--- src/rtl/fps_pkg.sv ---
package fps_pkg;
  localparam int ADDR_W = 24;

  localparam logic [7:0] OP_WREN = 8'h06;
  localparam logic [7:0] OP_PROG = 8'h02;
  localparam logic [7:0] OP_RDSR = 8'h05;
  localparam logic [7:0] OP_WRDI = 8'h04;
  localparam logic [7:0] RD_FILL = 8'h00;

  typedef enum logic [3:0] {
    S_IDLE,
    S_WREN,
    S_PP_OP,
    S_ADR_H,
    S_ADR_M,
    S_ADR_L,
    S_DATA,
    S_RS_OP,
    S_RS_RD,
    S_RS_WAIT,
    S_WRDI
  } fps_state_e;
endpackage

--- src/rtl/fps_chunk_calc.sv ---
module fps_chunk_calc #(
  parameter int LEN_W  = 16,
  parameter int PAGE_W = 8
) (
  input  logic [PAGE_W-1:0] addr_lo_i,
  input  logic [LEN_W-1:0]  rem_i,
  output logic [PAGE_W:0]   chunk_o
);
  localparam int PAGE_BYTES = 1 << PAGE_W;

  logic [PAGE_W:0] room;

  always_comb begin
    room = (PAGE_W+1)'(PAGE_BYTES) - {1'b0, addr_lo_i};
    if (rem_i < LEN_W'(room)) chunk_o = rem_i[PAGE_W:0];
    else                      chunk_o = room;
  end
endmodule

--- src/rtl/fps_poll_ctr.sv ---
module fps_poll_ctr #(
  parameter int POLL_MAX = 65535
) (
  input  logic clk_i,
  input  logic rst_ni,
  input  logic clr_i,
  input  logic inc_i,
  output logic at_limit_o
);
  localparam int CW = $clog2(POLL_MAX + 1);

  logic [CW-1:0] cnt_q;

  always_ff @(posedge clk_i or negedge rst_ni) begin
    if (!rst_ni)    cnt_q <= '0;
    else if (clr_i) cnt_q <= '0;
    else if (inc_i) cnt_q <= cnt_q + 1'b1;
  end

  assign at_limit_o = (cnt_q == CW'(POLL_MAX - 1));

  a_r5_poll_bound: assert property (@(posedge clk_i) disable iff (!rst_ni)
    cnt_q < CW'(POLL_MAX));
endmodule

--- src/rtl/fps_cmd_mux.sv ---
module fps_cmd_mux
  import fps_pkg::*;
(
  input  fps_state_e        state_i,
  input  logic [ADDR_W-1:0] addr_i,
  input  logic [7:0]        data_i,
  input  logic              data_valid_i,
  input  logic              data_last_i,
  output logic              valid_o,
  output logic [7:0]        byte_o,
  output logic              last_o,
  output logic              rd_o
);
  always_comb begin
    valid_o = 1'b1;
    byte_o  = 8'h00;
    last_o  = 1'b0;
    rd_o    = 1'b0;
    unique case (state_i)
      S_WREN:  begin byte_o = OP_WREN; last_o = 1'b1; end
      S_PP_OP: byte_o = OP_PROG;
      S_ADR_H: byte_o = addr_i[23:16];
      S_ADR_M: byte_o = addr_i[15:8];
      S_ADR_L: byte_o = addr_i[7:0];
      S_DATA: begin
        valid_o = data_valid_i;
        byte_o  = data_i;
        last_o  = data_last_i;
      end
      S_RS_OP: byte_o = OP_RDSR;
      S_RS_RD: begin byte_o = RD_FILL; last_o = 1'b1; rd_o = 1'b1; end
      S_WRDI:  begin byte_o = OP_WRDI; last_o = 1'b1; end
      default: valid_o = 1'b0;
    endcase
  end
endmodule

--- src/rtl/flash_prog_seq.sv ---
module flash_prog_seq
  import fps_pkg::*;
#(
  parameter int LEN_W    = 16,
  parameter int PAGE_W   = 8,
  parameter int POLL_MAX = 65535
) (
  input  logic             clk_i,
  input  logic             rst_ni,
  input  logic             start_i,
  input  logic [23:0]      addr_i,
  input  logic [LEN_W-1:0] len_i,
  output logic             busy_o,
  output logic             done_o,
  output logic             err_o,
  input  logic [7:0]       data_i,
  input  logic             data_valid_i,
  output logic             data_ready_o,
  output logic             cmd_valid_o,
  output logic [7:0]       cmd_data_o,
  output logic             cmd_last_o,
  output logic             cmd_rd_o,
  input  logic             cmd_ready_i,
  input  logic             rsp_valid_i,
  input  logic             rsp_wip_i
);
  localparam int PAGE_BYTES = 1 << PAGE_W;

  fps_state_e        state_q;
  logic [ADDR_W-1:0] cur_addr_q;
  logic [LEN_W-1:0]  rem_q;
  logic [PAGE_W:0]   byte_cnt_q;
  logic [PAGE_W:0]   chunk_len;
  logic              done_q, err_q;
  logic              fire, data_last, poll_at_limit;
  logic              poll_clr, poll_inc;

  fps_chunk_calc #(.LEN_W(LEN_W), .PAGE_W(PAGE_W)) u_chunk (
    .addr_lo_i (cur_addr_q[PAGE_W-1:0]),
    .rem_i     (rem_q),
    .chunk_o   (chunk_len)
  );

  assign poll_clr = (state_q == S_DATA) && fire && data_last;
  assign poll_inc = (state_q == S_RS_WAIT) && rsp_valid_i && rsp_wip_i && !poll_at_limit;

  fps_poll_ctr #(.POLL_MAX(POLL_MAX)) u_poll (
    .clk_i      (clk_i),
    .rst_ni     (rst_ni),
    .clr_i      (poll_clr),
    .inc_i      (poll_inc),
    .at_limit_o (poll_at_limit)
  );

  assign data_last = ((byte_cnt_q + 1'b1) == chunk_len);

  fps_cmd_mux u_mux (
    .state_i      (state_q),
    .addr_i       (cur_addr_q),
    .data_i       (data_i),
    .data_valid_i (data_valid_i),
    .data_last_i  (data_last),
    .valid_o      (cmd_valid_o),
    .byte_o       (cmd_data_o),
    .last_o       (cmd_last_o),
    .rd_o         (cmd_rd_o)
  );

  assign fire         = cmd_valid_o && cmd_ready_i;
  assign data_ready_o = (state_q == S_DATA) && cmd_ready_i;
  assign busy_o       = (state_q != S_IDLE);
  assign done_o       = done_q;
  assign err_o        = err_q;

  always_ff @(posedge clk_i or negedge rst_ni) begin
    if (!rst_ni) begin
      state_q    <= S_IDLE;
      cur_addr_q <= '0;
      rem_q      <= '0;
      byte_cnt_q <= '0;
      done_q     <= 1'b0;
      err_q      <= 1'b0;
    end else begin
      done_q <= 1'b0;
      unique case (state_q)
        S_IDLE: if (start_i) begin
          if (len_i == '0) begin
            done_q <= 1'b1;
            err_q  <= 1'b1;
          end else begin
            err_q      <= 1'b0;
            cur_addr_q <= addr_i;
            rem_q      <= len_i;
            state_q    <= S_WREN;
          end
        end
        S_WREN:  if (fire) state_q <= S_PP_OP;
        S_PP_OP: if (fire) state_q <= S_ADR_H;
        S_ADR_H: if (fire) state_q <= S_ADR_M;
        S_ADR_M: if (fire) state_q <= S_ADR_L;
        S_ADR_L: if (fire) begin
          byte_cnt_q <= '0;
          state_q    <= S_DATA;
        end
        S_DATA: if (fire) begin
          if (data_last) state_q <= S_RS_OP;
          else           byte_cnt_q <= byte_cnt_q + 1'b1;
        end
        S_RS_OP: if (fire) state_q <= S_RS_RD;
        S_RS_RD: if (fire) state_q <= S_RS_WAIT;
        S_RS_WAIT: if (rsp_valid_i) begin
          if (!rsp_wip_i)         state_q <= S_WRDI;
          else if (poll_at_limit) begin
            state_q <= S_IDLE;
            done_q  <= 1'b1;
            err_q   <= 1'b1;
          end else                state_q <= S_RS_OP;
        end
        S_WRDI: if (fire) begin
          if (rem_q == LEN_W'(chunk_len)) begin
            state_q <= S_IDLE;
            done_q  <= 1'b1;
          end else begin
            cur_addr_q <= cur_addr_q + ADDR_W'(chunk_len);
            rem_q      <= rem_q - LEN_W'(chunk_len);
            state_q    <= S_WREN;
          end
        end
        default: state_q <= S_IDLE;
      endcase
    end
  end

  // a data byte never lands past the end of its page
  a_r3_in_page: assert property (@(posedge clk_i) disable iff (!rst_ni)
    (state_q == S_DATA) |->
      (({2'b00, cur_addr_q[PAGE_W-1:0]} + {1'b0, byte_cnt_q}) < (PAGE_W+2)'(PAGE_BYTES)));

  a_r6_done_idle: assert property (@(posedge clk_i) disable iff (!rst_ni)
    done_o |-> !busy_o);

  a_r7_zero_len: assert property (@(posedge clk_i) disable iff (!rst_ni)
    (!busy_o && start_i && len_i == '0) |=> (done_o && err_o && !busy_o));

  a_r8_ready_gate: assert property (@(posedge clk_i) disable iff (!rst_ni)
    data_ready_o |-> (cmd_ready_i && busy_o && !cmd_rd_o));

  a_r9_hold: assert property (@(posedge clk_i) disable iff (!rst_ni)
    (cmd_valid_o && !cmd_ready_i && state_q != S_DATA) |=>
      (cmd_valid_o && $stable(cmd_data_o) && $stable(cmd_last_o)));
endmodule

--- config.mk ---
export PLATFORM = sky130hd
export DESIGN_NAME = flash_prog_seq
export DESIGN_NICKNAME = d
export VERILOG_FILES = /design/src/rtl/fps_pkg.sv /design/src/rtl/fps_chunk_calc.sv /design/src/rtl/fps_poll_ctr.sv /design/src/rtl/fps_cmd_mux.sv /design/src/rtl/flash_prog_seq.sv
export SDC_FILE = /design/constraint.sdc
export NUM_CORES = 1
export LEC_CHECK = 0
export CORE_MARGIN = 2
export CORE_UTILIZATION = 44
export DETAILED_ROUTE_END_ITERATION = 10
export GPL_ROUTABILITY_DRIVEN = 0
export GPL_TIMING_DRIVEN = 0
export PLACE_DENSITY = 0.62
export SLEW_MARGIN = 20
export SYNTH_ARGS = -nofsm -noshare
export SYNTH_HDL_FRONTEND = slang
export SYNTH_SLANG_ARGS = --single-unit
--- constraint.sdc ---
create_clock -name clk_i -period 6.63 [get_ports clk_i]
set_input_delay 1.326 -clock clk_i [delete_from_list [all_inputs] [get_ports clk_i]]
set_output_delay 1.326 -clock clk_i [all_outputs]
set_load 0.02 [all_outputs]
=== Word-level counts from Yosys, hierarchy flattened ===
Index checks and enable logic that the tools add are counted.

* Multiplexer cells: 51
* Order comparisons: 1
* Add/sub/neg operators: 5
* Reductions and logical operators: 21
* Equal/unequal tests: 30

{| class="wikitable"
|+ Operators with widths
! cell !! count
|-
| $mux 16 || 6
|-
| $mux 24 || 4
|-
| $pmux 8 s8 || 1
|-
| $mux 4 || 14
|-
| $pmux 24 s2 || 1
|-
| $pmux 4 s11 || 1
|-
| $mux 9 || 4
|-
| $ne 2x2->1 const B || 17
|-
| $pmux 16 s2 || 1
|-
| $add 24x9->24 || 1
|-
| $pmux 9 s2 || 1
|-
| $add 16x1->16 const B || 1
|-
| $eq 16x16->1 const B || 1
|-
| $eq 16x9->1 || 1
|-
| $eq 4x3->1 const B || 4
|-
| $logic_not 16->1 || 1
|-
| $lt 16x9->1 || 1
|-
| $sub 16x9->16 || 1
|-
| $mux 1 || 13
|-
| $reduce_and 13->1 || 1
|-
| $eq 4x4->1 const B || 3
|-
| $reduce_and 5->1 || 2
|-
| $add 9x1->9 const B || 1
|-
| $eq 9x9->1 || 1
|-
| 14 further kinds || 26
|}

* Register bits after elaboration: 71
* Bits of input ports: 55

=== Logic depth before layout (Yosys ltp) ===
* Word-level depth: 7
* Mapped depth: 24
* Depth with buffers taken out: 23

=== Modules after synthesis ===
From an unflattened synthesis, not the netlist that was laid out.

* Cell total of the unflattened synthesis: 717
* Area, all modules: 5875.6 µm²

{| class="wikitable"
|+ Modules (own cells, without submodules)
! module !! seq. area each (µm²) !! cells an instance !! instances !! area each (µm²)
|-
| flash_prog_seq || 1376.3 || 518 || 1 || 4169.0
|-
| fps_poll_ctr || 400.4 || 84 || 1 || 838.3
|-
| fps_chunk_calc || 0.0 || 57 || 1 || 445.4
|-
| fps_cmd_mux || 0.0 || 58 || 1 || 422.9
|}

=== Worst setup path before layout ===
No wires, ideal clock.

* Path type: register -> output
* From: register cur_addr_q[4]
* To: output port cmd_last_o
* Data required time: 5.304 ns
* Data arrival time: 3.967 ns
* Buffers on the path: 2
* Cell stages (with the launch flop): 16
* Slack: 1.337 ns
* Cells stage by stage: dfrtp_1 -> nor4_1 -> nand2_1 -> or3_1 -> ha_1 -> and3_1 -> nand3_1 -> or3_1 -> clkbuf_1 -> and3_1 -> o21ai_0 -> nand4_1 -> or4_1 -> buf_4 -> o41ai_1 -> a22o_1

* Word-level cells in the longest chain between the ends: 5

{| class="wikitable"
|+ Ends and longest elaborated chain
! item !! RTL line !! text
|-
| start: declaration || flash_prog_seq.sv:30 || <nowiki>logic [ADDR_W-1:0] cur_addr_q;</nowiki>
|-
| start signal: assignment || flash_prog_seq.sv:92 || <nowiki>cur_addr_q <= addr_i;</nowiki>
|-
| start signal: assignment || flash_prog_seq.sv:124 || <nowiki>cur_addr_q <= cur_addr_q + ADDR_W'(chunk_len);</nowiki>
|-
| $sub 9x8->9 (*) || fps_chunk_calc.sv:14 || <nowiki>room = (PAGE_W+1)'(PAGE_BYTES) - {1'b0, addr_lo_i};</nowiki>
|-
| $lt 16x9->1 || fps_chunk_calc.sv:15 || <nowiki>if (rem_i < LEN_W'(room)) chunk_o = rem_i[PAGE_W:0];</nowiki>
|-
| $mux 9 (*) || fps_chunk_calc.sv:15 ||
|-
| $eq 9x9->1 (*) || flash_prog_seq.sv:55 || <nowiki>assign data_last = ((byte_cnt_q + 1'b1) == chunk_len);</nowiki>
|-
| $pmux 1 s2 (*) || fps_cmd_mux.sv:19 || <nowiki>unique case (state_i)</nowiki>
|-
| end: declaration || flash_prog_seq.sv:21 || <nowiki>output logic cmd_last_o,</nowiki>
|}

Every way passes the cells marked *; elsewhere a longest branch is shown, timed or not.

=== Final worst setup path ===
* From: register cur_addr_q[5]
* To: output port cmd_last_o

The elaborated chain is that of the path after synthesis.

==> tab_implementation.tex <==
\begin{tabular}{lr}
\hline
Metric & Value \\
\hline
\multicolumn{2}{l}{\textbf{Outcome}} \\
\quad Result of the run & finished clean \\
\multicolumn{2}{l}{\textbf{Pwr}} \\
\quad Largest vdd supply drop & 0.238 mV \\
\quad Reported net switching power & 1.55 mW \\
\quad Cell leakage power & 2.90 nW \\
\quad Part of the total power dissipated in sequential elements & 24.5\% \\
\quad Fraction of power consumed by combinational cells & 59.6\% \\
\quad Switching portion of total power & 48.3\% \\
\quad Power Dens Cells & 461 nW/µm² \\
\quad Clock network fraction of design power & 16.0\% \\
\quad Power Internal & 1.66 mW \\
\multicolumn{2}{l}{\textbf{Die}} \\
\quad Floorplan Core Area & 12600 µm² \\
\quad Die extent in x & 118 µm \\
\quad Die Span Y & 118 µm \\
\quad Initial core utilization & 45.2\% \\
\quad Number of core rows & 41 \\
\quad Die area & 13900 µm² \\
\quad Ports placed on the boundary & 70 \\
\multicolumn{2}{l}{\textbf{Placed design}} \\
\quad Port-buffer cells & 69 \\
\quad Placed instance count & 964 \\
\quad Detailed placement HPWL & 13900 µm \\
\multicolumn{2}{l}{\textbf{STA}} \\
\quad Transition time of the tightest slew-check pin & 0.974 ns \\
\quad Final clock period utilization by the worst path & 93.6\% \\
\quad Worst clock skew on the final layout & 0.00861 ns \\
\quad Hold Vio Cnt, Final & 0 \\
\quad Min Clock Period, post-route & 6.21 ns \\
\quad Slew Viols, Final & 0 \\
\quad Setup TNS & 0 ns \\
\quad Final setup violation count & 0 \\
\quad Slew HR & 34.2\% \\
\quad Fmax achieved & 161 MHz \\
\quad Worst-case hold slack & 0.541 ns \\
\quad RSZ-0062 raised after global routing & no \\
\multicolumn{2}{l}{\textbf{Setup path}} \\
\quad Critical path class & reg -> out \\
\quad Type of destination of the critical path & output port \\
\quad Setup crit start kind & flip-flop \\
\quad Worst path cell trace & nor4\_4, nand2\_1, or3\_1, ha\_1, and3\_1, nor2b\_1, or3\_4, nor2\_2, mux2i\_1, xnor2\_1, or4\_1, buf\_4, o41ai\_2, a22o\_1, dlymetal6s2s\_1 \\
\quad Largest fanout on the critical path & 10 \\
\quad Cell at the slowest stage of the critical path & sky130\_fd\_sc\_hd\_\_dfrtp\_1 \\
\quad Data required time at the worst endpoint & 5.30 ns \\
\quad Worst path max stage delay & 0.49 ns \\
\quad WP data arrival & 4.88 ns \\
\multicolumn{2}{l}{\textbf{Detailed routing}} \\
\quad Routed length per instance & 18.8 µm \\
\quad Wire length after detailed routing & 18400 µm \\
\quad DRC marker count from the first detailed-route iteration & 476 \\
\quad Via Count & 5891 \\
\quad DRC & 0 \\
\quad Number of antenna-violating nets in the routed design & 0 \\
\quad Via/cell ratio & 6.01 \\
\quad First-pass iteration count of the detailed router & 5 \\
\multicolumn{2}{l}{\textbf{Global routing}} \\
\quad Initial antenna violation count & 0 \\
\quad Global Route Usage Sum & 26.9\% \\
\quad Remaining global-route overflow & 0 \\
\quad First-pass GRT wire length & 29900 µm \\
\quad Via count of the first global-routing pass & 5607 \\
\quad Largest net degree at the start of global routing & 39 \\
\multicolumn{2}{l}{\textbf{Finish}} \\
\quad Layout cell share with drive strength beyond 1 & 5.82\% \\
\quad Fin util & 55.2\% \\
\quad Post-route insts no fill & 980 \\
\quad Filler instances & 1248 \\
\quad Total Nets Final & 890 \\
\quad Area growth, synth to finish & 22.1\% \\
\quad Number of antenna cells inserted & 0 \\
\multicolumn{2}{l}{\textbf{Yosys}} \\
\quad Share of Yosys cell area claimed by the top area cell type & 31.2\% \\
\quad Post-synthesis sequential area ratio & 31.2\% \\
\quad Top cell type by total area after synthesis & sky130\_fd\_sc\_hd\_\_dfrtp\_1 \\
\quad Post-synth EDFFs & 0 \\
\quad Mapped cell area & 5700 µm² \\
\quad Number of instances in the synthesized netlist & 722 \\
\quad Proportion of synthesized flip-flops having asynchronous set or reset & 100\% \\
\quad Dominant cells by area after synthesis & sky130\_fd\_sc\_hd\_\_dfrtp\_1, sky130\_fd\_sc\_hd\_\_ha\_1, sky130\_fd\_sc\_hd\_\_a21oi\_1 \\
\quad Unique cell type count in the Yosys netlist & 69 \\
\quad Synth Area per Inst & 7.90 µm² \\
\quad Count of warnings emitted by yosys & 0 \\
\quad Flip-flop and latch count after synthesis & 71 \\
\quad Main synth FF type & sky130\_fd\_sc\_hd\_\_dfrtp\_1 \\
\quad Post-synth net total & 809 \\
\multicolumn{2}{l}{\textbf{CTS}} \\
\quad Clock transition at the registers of the reported paths & 0.06 ns \\
\quad Clock network latency to the later pin of the worst-skew pair & 0.35 ns \\
\quad Maximum count of clock buffers along a single path & 2 \\
\quad Number of buffers created by CTS & 9 \\
\quad TritonCTS clock tree & built \\
\quad CTS H-tree depth & 3 \\
\quad Clk sink count & 71 \\
\quad Root Buffer & sky130\_fd\_sc\_hd\_\_clkbuf\_16 \\
\multicolumn{2}{l}{\textbf{Run}} \\
\quad Number of maximum-capacitance violations & 0 \\
\multicolumn{2}{l}{\textbf{Min path}} \\
\quad Worst min-delay path category & reg -> reg \\
\hline
\end{tabular}
==> timing repair <==
item	in CTS	in global routing
hold buffers	0	0
setup buffers	0	0
setup endpoints to repair	1	1
gates resized for setup	3	7
hold endpoints to repair	0	0
==> worst paths after layout <==
path / startpoint / to / slack (ns) / cells after the start
setup / recovery: cur_addr_q[5] / cmd_last_o / 0.42 / 15
hold / removal: u_poll.cnt_q[14] / u_poll.cnt_q[14] / 0.54 / 2
setup reg to reg: cur_addr_q[5] / cur_addr_q[19] / 0.57 / 21
hold reg to reg: u_poll.cnt_q[14] / u_poll.cnt_q[14] / 0.54 / 2
max in group asynchronous: rst_ni / cur_addr_q[0] / 5.11 / 2
min in group asynchronous: rst_ni / rem_q[3] / 0.94 / 1
==> kinds of logic after synthesis <==
logic type                 Yosys count  share of synthesized area [%]
muxes                               11                           2.02
xor gates and xnor gates            38                           5.84
adders and majority gates           32                           7.28
AOI/OAI and AO/OA                  213                           23.8
buffers and inverters               66                           4.56
and+or+nand+nor                    291                           25.3
DFF                                 71                           31.2
==> cells in the mapped netlist, types with 4 or more instances <==
master	count
sky130_fd_sc_hd__o21a_1	6
sky130_fd_sc_hd__a211oi_1	8
sky130_fd_sc_hd__and2_1	7
sky130_fd_sc_hd__a21oi_1	66
sky130_fd_sc_hd__nor2_1	78
sky130_fd_sc_hd__or2_2	5
sky130_fd_sc_hd__dfrtp_1	71
sky130_fd_sc_hd__or4_1	7
sky130_fd_sc_hd__ha_1	30
sky130_fd_sc_hd__a31oi_1	8
sky130_fd_sc_hd__a21o_1	5
sky130_fd_sc_hd__nand2_1	65
sky130_fd_sc_hd__o211ai_1	14
sky130_fd_sc_hd__nand3_1	33
sky130_fd_sc_hd__inv_1	37
sky130_fd_sc_hd__a221o_1	4
sky130_fd_sc_hd__o2bb2ai_1	4
sky130_fd_sc_hd__clkbuf_1	25
sky130_fd_sc_hd__nand4_1	9
sky130_fd_sc_hd__nor4_1	7
sky130_fd_sc_hd__o21ai_0	48
sky130_fd_sc_hd__xor2_1	16
sky130_fd_sc_hd__nor3_1	24
sky130_fd_sc_hd__xnor2_1	22
sky130_fd_sc_hd__or3_1	13
sky130_fd_sc_hd__nor2b_1	8
sky130_fd_sc_hd__mux2i_1	7
sky130_fd_sc_hd__nand2b_1	8
sky130_fd_sc_hd__a22oi_1	4
sky130_fd_sc_hd__o31ai_1	4
sky130_fd_sc_hd__o22ai_1	12
sky130_fd_sc_hd__and3_1	14
==> critical path, delay by kind of cell, from the launching register on <==
kind	cells	cell delay [ns]
and+or+nand+nor	8	2.20
DFF	1	0.49
adders and majority gates	1	0.30
xor gates and xnor gates	1	0.14
muxes	1	0.42
AOI/OAI and AO/OA	2	0.54
buffers and inverters	2	0.43
==> state kept, by name (all words and copies together), names as in the netlist <==
signal	cells
cur_addr_q	24
rem_q	16
u_poll.cnt_q	16
byte_cnt_q	9
state_q	4
done_o	1
err_o	1
==> layout by cell type, fill, tap and decap left out, drive strengths merged, types with 30 or more instances in the layout <==
| cell | synthesis | final |
|---|---|---|
| clkdlybuf4s50 | 0 | 67 |
| nand3 | 33 | 33 |
| dfrtp | 71 | 71 |
| a21oi | 67 | 67 |
| inv | 37 | 39 |
| nor2 | 79 | 79 |
| o21ai | 49 | 49 |
| ha | 30 | 30 |
| clkbuf | 25 | 34 |
| nand2 | 65 | 65 |
==> power by group through the flow <==
stage | registers [mW] | logic (mW) | clock network, mW
2_1_floorplan | 0.710 | 1.37 | 0
3_3_place_gp | 0.774 | 1.83 | 0
3_5_place_dp | 0.776 | 1.86 | 0
4_1_cts | 0.773 | 1.89 | 0.514
5_1_grt | 0.808 | 2.14 | 0.536
6_report | 0.784 | 1.91 | 0.512
==> per-layer routing <==
metal	global-route usage [%]	part of all wire [%]
met2	41.5	45
met4	7.83	2.2
met3	5.57	7.7
met5	0	0
met1	38.0	46
==> layout make-up <==
class	count	area [µm²]	share of cell area [%]
flip-flops and latches	71	1780	25.6
inverters	37	139	1.99
clock buffers	9	225	3.24
well taps	172	215	3.09
repair buffers	70	711	10.2
multi-input cells	585	3690	53.0
clock inverters	7	78.8	1.13
plain buffers	29	123	1.76
==> per-stage QoR <==
stage | setup slack [ns] | instance area (µm²) | total power, mW
after floorplan | 1.34 | 5700 | 2.08
after global placement | 0.328 | 6610 | 2.60
after detailed placement | 0.283 | 6630 | 2.64
after CTS | 0.00632 | 6940 | 3.18
after global routing | 0.142 | 6960 | 3.49
final | 0.425 | 6960 | 3.21
Power figures use the tool's default switching activity.
